===== src/rtl/seqmul_pkg.sv =====
package seqmul_pkg;

   // Adder implementation used for the per-step accumulate
   typedef enum logic [1:0] {
      ADD_BEHAV     = 2'd0,
      ADD_RIPPLE    = 2'd1,
      ADD_LOOKAHEAD = 2'd2
   } add_kind_e;

   // Bits needed to count steps 0 .. n-1
   function automatic int step_cnt_bits(input int n);
      return (n > 1) ? $clog2(n) : 1;
   endfunction

endpackage


===== src/rtl/seqmul_add.sv =====
module seqmul_add
   import seqmul_pkg::*;
#(
   parameter int        W    = 32,
   parameter add_kind_e KIND = ADD_LOOKAHEAD,
   parameter int        GRP  = 4
) (
   input  logic [W-1:0] a,
   input  logic [W-1:0] b,
   output logic [W-1:0] sum,
   output logic         cout
);

   localparam int NGRP = (W + GRP - 1) / GRP;

   if (W < 1) begin : g_bad_width
      $error("seqmul_add: W must be at least 1");
   end
   if (KIND == ADD_LOOKAHEAD && (GRP < 1 || (W % GRP) != 0)) begin : g_bad_grp
      $error("seqmul_add: lookahead needs W to be a multiple of GRP");
   end

   if (KIND == ADD_BEHAV) begin : g_behav
      logic [W:0] full;
      assign full = {1'b0, a} + {1'b0, b};
      assign sum  = full[W-1:0];
      assign cout = full[W];
   end else if (KIND == ADD_RIPPLE) begin : g_ripple
      logic [W-1:0] s_bits;
      logic         c_last;
      always_comb begin : chain
         logic c;
         c = 1'b0;
         for (int i = 0; i < W; i++) begin
            s_bits[i] = a[i] ^ b[i] ^ c;
            c         = (a[i] & b[i]) | ((a[i] ^ b[i]) & c);
         end
         c_last = c;
      end
      assign sum  = s_bits;
      assign cout = c_last;
   end else begin : g_cla
      logic [W-1:0]    gen, prop;
      logic [NGRP-1:0] grp_g, grp_p, grp_ci;
      logic            carry_last;

      assign gen  = a & b;
      assign prop = a ^ b;

      for (genvar j = 0; j < NGRP; j++) begin : g_grp
         logic [GRP-1:0] gj, pj, sj;
         logic           gg, gp;

         assign gj = gen[j*GRP +: GRP];
         assign pj = prop[j*GRP +: GRP];

         // group generate / propagate
         always_comb begin
            gg = 1'b0;
            gp = 1'b1;
            for (int k = 0; k < GRP; k++) begin
               gg = gj[k] | (pj[k] & gg);
               gp = gp & pj[k];
            end
         end

         // sum bits of this group from its lookahead carry-in
         always_comb begin : grp_sum
            logic c;
            c = grp_ci[j];
            for (int k = 0; k < GRP; k++) begin
               sj[k] = pj[k] ^ c;
               c     = gj[k] | (pj[k] & c);
            end
         end

         assign grp_g[j]             = gg;
         assign grp_p[j]             = gp;
         assign sum[j*GRP +: GRP]    = sj;
      end

      // carries skip across whole groups
      always_comb begin : grp_chain
         logic c;
         c = 1'b0;
         for (int j = 0; j < NGRP; j++) begin
            grp_ci[j] = c;
            c         = grp_g[j] | (grp_p[j] & c);
         end
         carry_last = c;
      end

      assign cout = carry_last;
   end

endmodule


===== src/rtl/seqmul_seq.sv =====
module seqmul_seq
   import seqmul_pkg::*;
#(
   parameter int W = 32
) (
   input  logic clk,
   input  logic rst_n,
   input  logic start,
   output logic busy,
   output logic done,
   output logic load,
   output logic step
);

   localparam int            CW   = step_cnt_bits(W);
   localparam logic [CW-1:0] LAST = CW'(W - 1);

   logic [CW-1:0] cnt;

   assign load = start & ~busy;
   assign step = busy;

   always_ff @(posedge clk) begin
      if (!rst_n) begin
         busy <= 1'b0;
         done <= 1'b0;
         cnt  <= '0;
      end else begin
         done <= 1'b0;
         if (!busy) begin
            if (start) begin
               busy <= 1'b1;
               cnt  <= '0;
            end
         end else begin
            if (cnt == LAST) begin
               busy <= 1'b0;
               done <= 1'b1;
            end
            cnt <= cnt + 1'b1;
         end
      end
   end

   a_r5_done_single: assert property (@(posedge clk) disable iff (!rst_n)
      done |=> !done);

   a_r4_done_after_run: assert property (@(posedge clk) disable iff (!rst_n)
      done |-> (!busy && $past(busy)));

   a_r7_start_ignored: assert property (@(posedge clk) disable iff (!rst_n)
      (busy && start && (cnt != LAST)) |=> (busy && (cnt == $past(cnt) + 1'b1)));

   a_r8_back_to_back: assert property (@(posedge clk) disable iff (!rst_n)
      (done && start) |=> (busy && (cnt == '0)));

endmodule


===== src/rtl/seqmul_dp.sv =====
module seqmul_dp
   import seqmul_pkg::*;
#(
   parameter int        W    = 32,
   parameter add_kind_e KIND = ADD_LOOKAHEAD,
   parameter int        GRP  = 4
) (
   input  logic           clk,
   input  logic           rst_n,
   input  logic           load,
   input  logic           step,
   input  logic [W-1:0]   mcand,
   input  logic [W-1:0]   mplier,
   output logic [2*W-1:0] prod
);

   localparam int PW = 2 * W;

   logic [W-1:0]  mcand_q;
   logic [PW-1:0] prod_q;
   logic [W-1:0]  addend;
   logic [W-1:0]  add_sum;
   logic          add_co;

   assign addend = prod_q[0] ? mcand_q : '0;

   seqmul_add #(
      .W   (W),
      .KIND(KIND),
      .GRP (GRP)
   ) u_add (
      .a   (prod_q[PW-1:W]),
      .b   (addend),
      .sum (add_sum),
      .cout(add_co)
   );

   always_ff @(posedge clk) begin
      if (!rst_n) begin
         mcand_q <= '0;
         prod_q  <= '0;
      end else if (load) begin
         mcand_q <= mcand;
         prod_q  <= {{W{1'b0}}, mplier};
      end else if (step) begin
         prod_q  <= {add_co, add_sum, prod_q[W-1:1]};
      end
   end

   assign prod = prod_q;

   a_r6_hold_idle: assert property (@(posedge clk) disable iff (!rst_n)
      (!load && !step) |=> $stable(prod_q));

   a_r2_upper_cleared: assert property (@(posedge clk) disable iff (!rst_n)
      load |=> (prod_q[PW-1:W] == '0));

   a_r9_no_add_top_zero: assert property (@(posedge clk) disable iff (!rst_n)
      (step && !load && !prod_q[0]) |=> !prod_q[PW-1]);

   a_r7_mcand_kept: assert property (@(posedge clk) disable iff (!rst_n)
      !load |=> $stable(mcand_q));

endmodule


===== src/rtl/seqmul_top.sv =====
module seqmul_top
   import seqmul_pkg::*;
#(
   parameter int        WIDTH    = 32,
   parameter add_kind_e ADD_KIND = ADD_LOOKAHEAD,
   parameter int        GRP      = 4
) (
   input  logic               clk,
   input  logic               rst_n,
   input  logic               start,
   input  logic [WIDTH-1:0]   mcand,
   input  logic [WIDTH-1:0]   mplier,
   output logic               busy,
   output logic               done,
   output logic [2*WIDTH-1:0] product
);

   localparam int RW = $clog2(WIDTH + 1) + 1;

   if (WIDTH < 2) begin : g_bad_width
      $error("seqmul_top: WIDTH must be at least 2");
   end

   logic load, step;

   seqmul_seq #(
      .W(WIDTH)
   ) u_seq (
      .clk  (clk),
      .rst_n(rst_n),
      .start(start),
      .busy (busy),
      .done (done),
      .load (load),
      .step (step)
   );

   seqmul_dp #(
      .W   (WIDTH),
      .KIND(ADD_KIND),
      .GRP (GRP)
   ) u_dp (
      .clk   (clk),
      .rst_n (rst_n),
      .load  (load),
      .step  (step),
      .mcand (mcand),
      .mplier(mplier),
      .prod  (product)
   );

   // run-length observer for the step-count property
   logic [RW-1:0] run_len;

   always_ff @(posedge clk) begin
      if (!rst_n)      run_len <= '0;
      else if (load)   run_len <= '0;
      else if (busy)   run_len <= run_len + 1'b1;
   end

   a_r4_busy_span: assert property (@(posedge clk) disable iff (!rst_n)
      $fell(busy) |-> (run_len == RW'(WIDTH)));

   a_r2_start_taken: assert property (@(posedge clk) disable iff (!rst_n)
      (start && !busy) |=> busy);

endmodule


===== config.mk =====
export PLATFORM = sky130hd
export DESIGN_NAME = seqmul_top
export DESIGN_NICKNAME = d
export VERILOG_FILES = /design/src/rtl/seqmul_pkg.sv /design/src/rtl/seqmul_add.sv /design/src/rtl/seqmul_seq.sv /design/src/rtl/seqmul_dp.sv /design/src/rtl/seqmul_top.sv
export SDC_FILE = /design/constraint.sdc
export NUM_CORES = 1
export LEC_CHECK = 0
export BUFFER_PORTS_ARGS = -buffer_cell sky130_fd_sc_hd__buf_2
export CORE_MARGIN = 2
export CORE_UTILIZATION = 42
export DETAILED_ROUTE_END_ITERATION = 7
export PLACE_DENSITY = 0.73
export SYNTH_ARGS = -nofsm -noshare
export SYNTH_HDL_FRONTEND = slang
export SYNTH_SLANG_ARGS = --single-unit
export TNS_END_PERCENT = 50

===== constraint.sdc =====
create_clock -name clk -period 7.6 [get_ports clk]
set_clock_uncertainty 0.2 [all_clocks]
set_input_delay 0.76 -clock clk [delete_from_list [all_inputs] [get_ports clk]]
set_output_delay 0.76 -clock clk [all_outputs]
set_load 0.01 [all_outputs]

==> Word level (Yosys, flattened, before mapping) <==
Cells that the tools add are included.
W data, S select, Z words.
{ "word_totals": {"reg_bits": 103, "input_bits": 67, "out_inout_bits": 66, "wordCells": 182} }
{ "op_classes": {"addsub": 1, "eq_ne": 1, "mux": 9, "n_bitwise": 161, "reduce_logical": 4} }
{ "ops": {"columns": ["op", "count"], "rows": [
  ["$mux W32", 3],
  ["$and A1 B1 Y1", 74],
  ["$or A1 B1 Y1", 52],
  ["$and A32 B32 Y32", 1],
  ["$xor A32 B32 Y32", 1],
  ["$xor A1 B1 Y1", 31],
  ["$mux W5", 2],
  ["$add A5 B1 Y5 const B", 1],
  ["$eq A5 B5 Y1 const B", 1],
  ["$mux W1", 4],
  ["$reduce_bool A2 Y1", 2],
  ["$not A1 Y1", 2],
  ["$reduce_and A2 Y1", 1],
  ["$reduce_or A2 Y1", 1]
]} }

==> Depth between registers and ports, before layout <==
{ "depth": {"ltp_word": 27, "ltp_mapped": 16, "depth_no_buf": 15} }

==> Cells and area by module <==
Synthesis repeated with hierarchy kept, for this count alone.
{ "hier_totals": {"cells_unflattened": 535, "hier_area_um2": 5884.4} }
{ "modules_own_cells": {"columns": ["module", "n_inst", "cells_per_inst", "area_per_inst_um2", "seq_area_each_um2"], "rows": [
  ["seqmul_dp", 1, 384, 4290.4, 1921.8],
  ["seqmul_add", 1, 114, 1242.4, 0.0],
  ["seqmul_seq", 1, 37, 351.6, 140.1]
]} }

==> Worst setup path before layout <==
Ideal clock, no wire load.
{ "synth_timing": {"kind": "register to register", "start": "register u_dp.prod_q[0] (netlist: u_dp.prod[0])", "end": "register u_dp.prod_q[62] (netlist: u_dp.prod[62])", "setup_time_ns": 0.086, "arrival_ns": 4.125, "t_required_ns": 7.314, "path_slack_ns": 3.189, "stages_incl_launch_ff": 17, "path_buffers": 1, "synth_period_minus_slack_ns": 4.411, "path_cell_list": "dfxtp_1 -> clkbuf_1 -> and2_1 -> ha_1 -> fa_1 -> fa_1 -> fa_1 -> nand3_2 -> a311oi_2 -> a21o_4 -> a21oi_4 -> o21ai_1 -> fa_1 -> fa_1 -> fa_1 -> xnor2_1 -> a211oi_1"} }
{ "synth_via": {"elab_chain_cells": 27, "word_cells_on_any_way": 82, "cone_classes": "1 x mux; 81 x bitwise"} }
{ "synth_rtl": {"columns": ["element", "line", "text"], "rows": [
  ["from (decl)", "seqmul_dp.sv:20", "logic [PW-1:0] prod_q;"],
  ["from (signal assigned)", "seqmul_dp.sv:44", "prod_q <= {{W{1'b0}}, mplier};"],
  ["from (signal assigned)", "seqmul_dp.sv:46", "prod_q <= {add_co, add_sum, prod_q[W-1:1]};"],
  ["$mux W32 (*)", "seqmul_dp.sv:25", "assign addend = prod_q[0] ? mcand_q : '0;"],
  ["$xor A32 B32 Y32 / $and A32 B32 Y32 (equally long branches)", "seqmul_add.sv:48, seqmul_add.sv:47", null],
  ["$and A1 B1 Y1", "seqmul_add.sv:62", "gg = gj[k] | (pj[k] & gg);"],
  ["$or A1 B1 Y1", "seqmul_add.sv:62", null],
  ["$and A1 B1 Y1", "seqmul_add.sv:62", null],
  ["$or A1 B1 Y1", "seqmul_add.sv:62", null],
  ["$and A1 B1 Y1", null, null],
  ["$or A1 B1 Y1", null, null],
  ["(+11 left out)", null, null],
  ["$or A1 B1 Y1", "seqmul_add.sv:88", "c = grp_g[j] | (grp_p[j] & c);"],
  ["$and A1 B1 Y1", "seqmul_add.sv:73", "c = gj[k] | (pj[k] & c);"],
  ["$or A1 B1 Y1", "seqmul_add.sv:73", null],
  ["$and A1 B1 Y1", "seqmul_add.sv:73", null],
  ["$or A1 B1 Y1", "seqmul_add.sv:73", null],
  ["$and A1 B1 Y1", "seqmul_add.sv:73", null],
  ["$or A1 B1 Y1", "seqmul_add.sv:73", null],
  ["$xor A1 B1 Y1 (*)", "seqmul_add.sv:72", "sj[k] = pj[k] ^ c;"]
]} }
Every way passes the cells marked *; elsewhere a longest branch is shown, timed or not.
A chain may end at the register's enable or synchronous reset.

==> Final worst setup path <==
Same ends and word-level chain as after synthesis.

==> impl_metrics.py <==
metrics = {
    "routing": {
        "viasPerCell": 4.980,
        "vias": 4402,
        "drtIter0Drc": 168,
        "ant_nets": 0,
        "drc": 0,
        "first_pass_iters": 4,
        "routed_wirelength_um": 12380,
        "routedWlPerCell_um": 14.00,
    },
    "yosys": {
        "ys_top_cells_by_area": "dfxtp_1, mux2i_1, fa_1, and2_1, ha_1",
        "synth_seq_cells": 103,
        "seq_area_frac_synth_pct": 37.28,
        "yosysMostFrequentCell": "dfxtp_1",
        "yosysUniqueCellTypes": 40,
        "syn_area_mm2": 0.005532,
        "synth-edff-count": 0,
        "ys.warnings.count": 0,
        "synthFlopType": "dfxtp_1",
        "synth_cells": 597,
        "avgSynthCellArea_um2": 9.266,
        "yosysTopAreaCell": "dfxtp_1",
        "synthTopCellsByCount": "dfxtp_1, nand2_1, and2_1, mux2i_1, nor2_1",
        "synth_top_area_share_pct": 37.28,
        "async_reset_ff_share_pct": 0,
        "syn-num-nets": 719,
    },
    "critical_path": {
        "r2r-start": "u_dp.prod[0]",
        "crit_family": "adder cells",
        "critPathSlowestCell": "dfxtp_1",
        "arrival_ns": 4.87,
        "timing.rr.end": "u_dp.prod[62]",
        "crit_path_cell_trace": "and2_1 > ha_1 > fa_1 > fa_1 > fa_1 > nand3_2 > a311oi_2 > a21o_4 > a21oi_4 > o21ai_1 > fa_1 > fa_1 > fa_1 > xnor2_1 > a211oi_1",
        "end_kind": "register",
        "cp.required_ns": 7.65,
        "rr_worst_depth": 15,
        "rrSetupSlack_ns": 2.78,
        "slowest_delay_ns": 0.60,
        "cpMostUsedCell": "fa_1",
        "startpoint_type": "register",
        "criticalPathCategory": "register to register",
        "crit_buf_inv": 0,
        "crit_fanout": 34,
    },
    "job": {
        "max_cap_viol_count": 0,
    },
    "timing": {
        "rsz0062_at_grt": "false",
        "timing.slew.headroom_pct": 31.39,
        "tightest_slew_ns": 1.029,
        "setup-violations-final": 0,
        "report.final.slew_viol_count": 0,
        "fin_crit_sh_pct": 63.47,
        "fin_setup_tns_ns": 0,
        "min_period_ns": 4.824,
        "fmax_mhz": 207.3,
        "hold_viol": 0,
    },
    "clocking": {
        "h-tree-depth": 3,
        "cts.clk_slew.worst_paths_ns": 0.07,
        "cts_tree": "yes",
        "hold_buffers": 0,
        "clkSinkCount": 103,
        "postCtsResizedCells": 0,
        "cts_setup_buffers": 0,
        "cts_inserted_buffers": 9,
        "clock_latency_ns": 0.34,
        "clock_path_buffers": 2,
        "root_buffer": "clkbuf_16",
    },
    "floorplan": {
        "rows": 41,
        "pin_count": 133,
        "initial_utilization_pct": 43.48,
        "die_h_um": 118.8,
        "dieArea_mm2": 0.01410,
        "core_area_mm2": 0.01272,
        "die_width_um": 118.8,
    },
    "power_and_ir_drop": {
        "leakage_nw": 3.214,
        "irDropWorstVdd_mv": 0.1002,
        "power_density_mw_per_mm2": 182.3,
    },
    "finish": {
        "num_antenna_cells": 0,
        "n_fill_cell": 1216,
        "regArea_mm2": 0.002066,
        "finalNonFillerCells": 884,
        "drive_above_1_share_pct": 22.61,
        "final_core_util_pct": 51.79,
        "syn_to_final_growth_pct": 19.11,
        "finish.instance_area_mm2": 0.006589,
        "nNetsFinal": 829,
        "multi_input_area_mm2": 0.003273,
    },
    "global_routing": {
        "antenna_found_initial": 1,
        "grt_use_total_pct": 18.23,
        "grt-ovfl-total": 0,
        "grt_pass1_vias": 4522,
        "grt_pass1_wl_um": 21190,
        "grt_max_degree": 72,
    },
    "hold_path": {
        "whs_path_depth": 2,
        "hold_class": "register to register",
        "worstHoldEndpoint": "u_dp.mcand_q[0]",
        "hold_start": "u_dp.mcand_q[0]",
    },
    "outcome": {
        "status": "completed",
    },
    "placement": {
        "placed_cell_area_mm2": 0.006279,
        "place_inst": 868,
        "gp_congestion": 0.8415,
        "dp_hpwl_um": 9076,
        "portBuffers": 132,
    },
}
-- area by class of cell --
type / count / share of cell area, %
clock buffers: 13 / 4.102
clock inverters: 3 / 0.6077
inverters: 7 / 0.3988
multi-input cells: 449 / 49.68
flip-flops and latches: 103 / 31.35
well taps: 172 / 3.266
repair buffers: 137 / 10.60
-- logic make-up (layout without fill, tap and decap cells) --
family                     Yosys count  in the layout  synth area share (%)
xor gates and xnor gates            10             10                 1.583
DFF                                103            103                 37.28
buffers and inverters               45            160                 3.596
adders and majority gates           55             55                 15.70
and+or+nand+nor                    226            226                 19.48
AOI/OAI and AO/OA                  103            103                 12.42
muxes                               55             55                 9.953
-- tightest hold or removal path, stage by stage, from the launching register on --
cell      delay, ns
dfxtp_1        0.31
nand2_1        0.05
a21boi_1       0.05
-- flip-flops by register name, summed over array words and instances, names as in the netlist --
name          flops
u_dp.mcand_q     32
u_dp.prod        64
u_seq.done        1
u_seq.cnt         5
u_seq.busy        1
-- power by group --
group,switching (mW),internal [mW]
Sequential,0.0264,0.565
Combinational,0.0710,0.0638
Clock,0.194,0.281
Total,0.292,0.910
-- cell usage in the layout (no fill, tap or decap), drive strengths merged, types with 2 or more instances in the layout --
cell type  count
and2          64
mux2i         55
ha            31
buf          137
nand2        102
nor2          35
o21ai         39
nor3b          3
nand4          4
inv            7
and3           5
nor2b          5
a21oi         11
clkbuf        13
dfxtp        103
a21o           8
a211oi         8
a21boi        32
nand3          3
clkinv         2
fa            24
xnor2          9
-- metal layers --
metal | wire (um) | global-route usage (%) | part of all wire (%) | vias to the layer above
li1 | - | - | - | 2219
met1 | 5539 | 22.22 | 45 | 2037
met2 | 5856 | 30.89 | 47 | 124
met3 | 691 | 4.151 | 5.6 | 20
met4 | 275 | 7.589 | 2.2 | 2
met5 | 16 | 0 | 0.13 | -
-- per-stage QoR --
step	total power [mW]	setup WS [ns]	hold WS, ns
finish	1.201	2.776	0.2496
global route	1.255	2.520	0.2733
CTS	1.216	2.680	0.2513
detailed placement	0.7396	2.700	0.2418
global placement	0.7326	2.850	0.2358
floorplan	0.6869	3.189	0.2305
-- worst max-delay path by stage --
stage / slack (ns) / endpoint / start / cells past startpoint
finish: 2.78 / u_dp.prod[62] / u_dp.prod[0] / 15
floorplan: 3.19 / u_dp.prod[62] / u_dp.prod[0] / 16
detailed placement: 2.70 / u_dp.prod[62] / u_dp.prod[0] / 15
CTS: 2.68 / u_dp.prod[62] / u_dp.prod[0] / 15
global route: 2.52 / u_dp.prod[58] / u_dp.prod[0] / 15
global placement: 2.85 / u_dp.prod[62] / u_dp.prod[0] / 15
(Power assumes the default switching activity.)
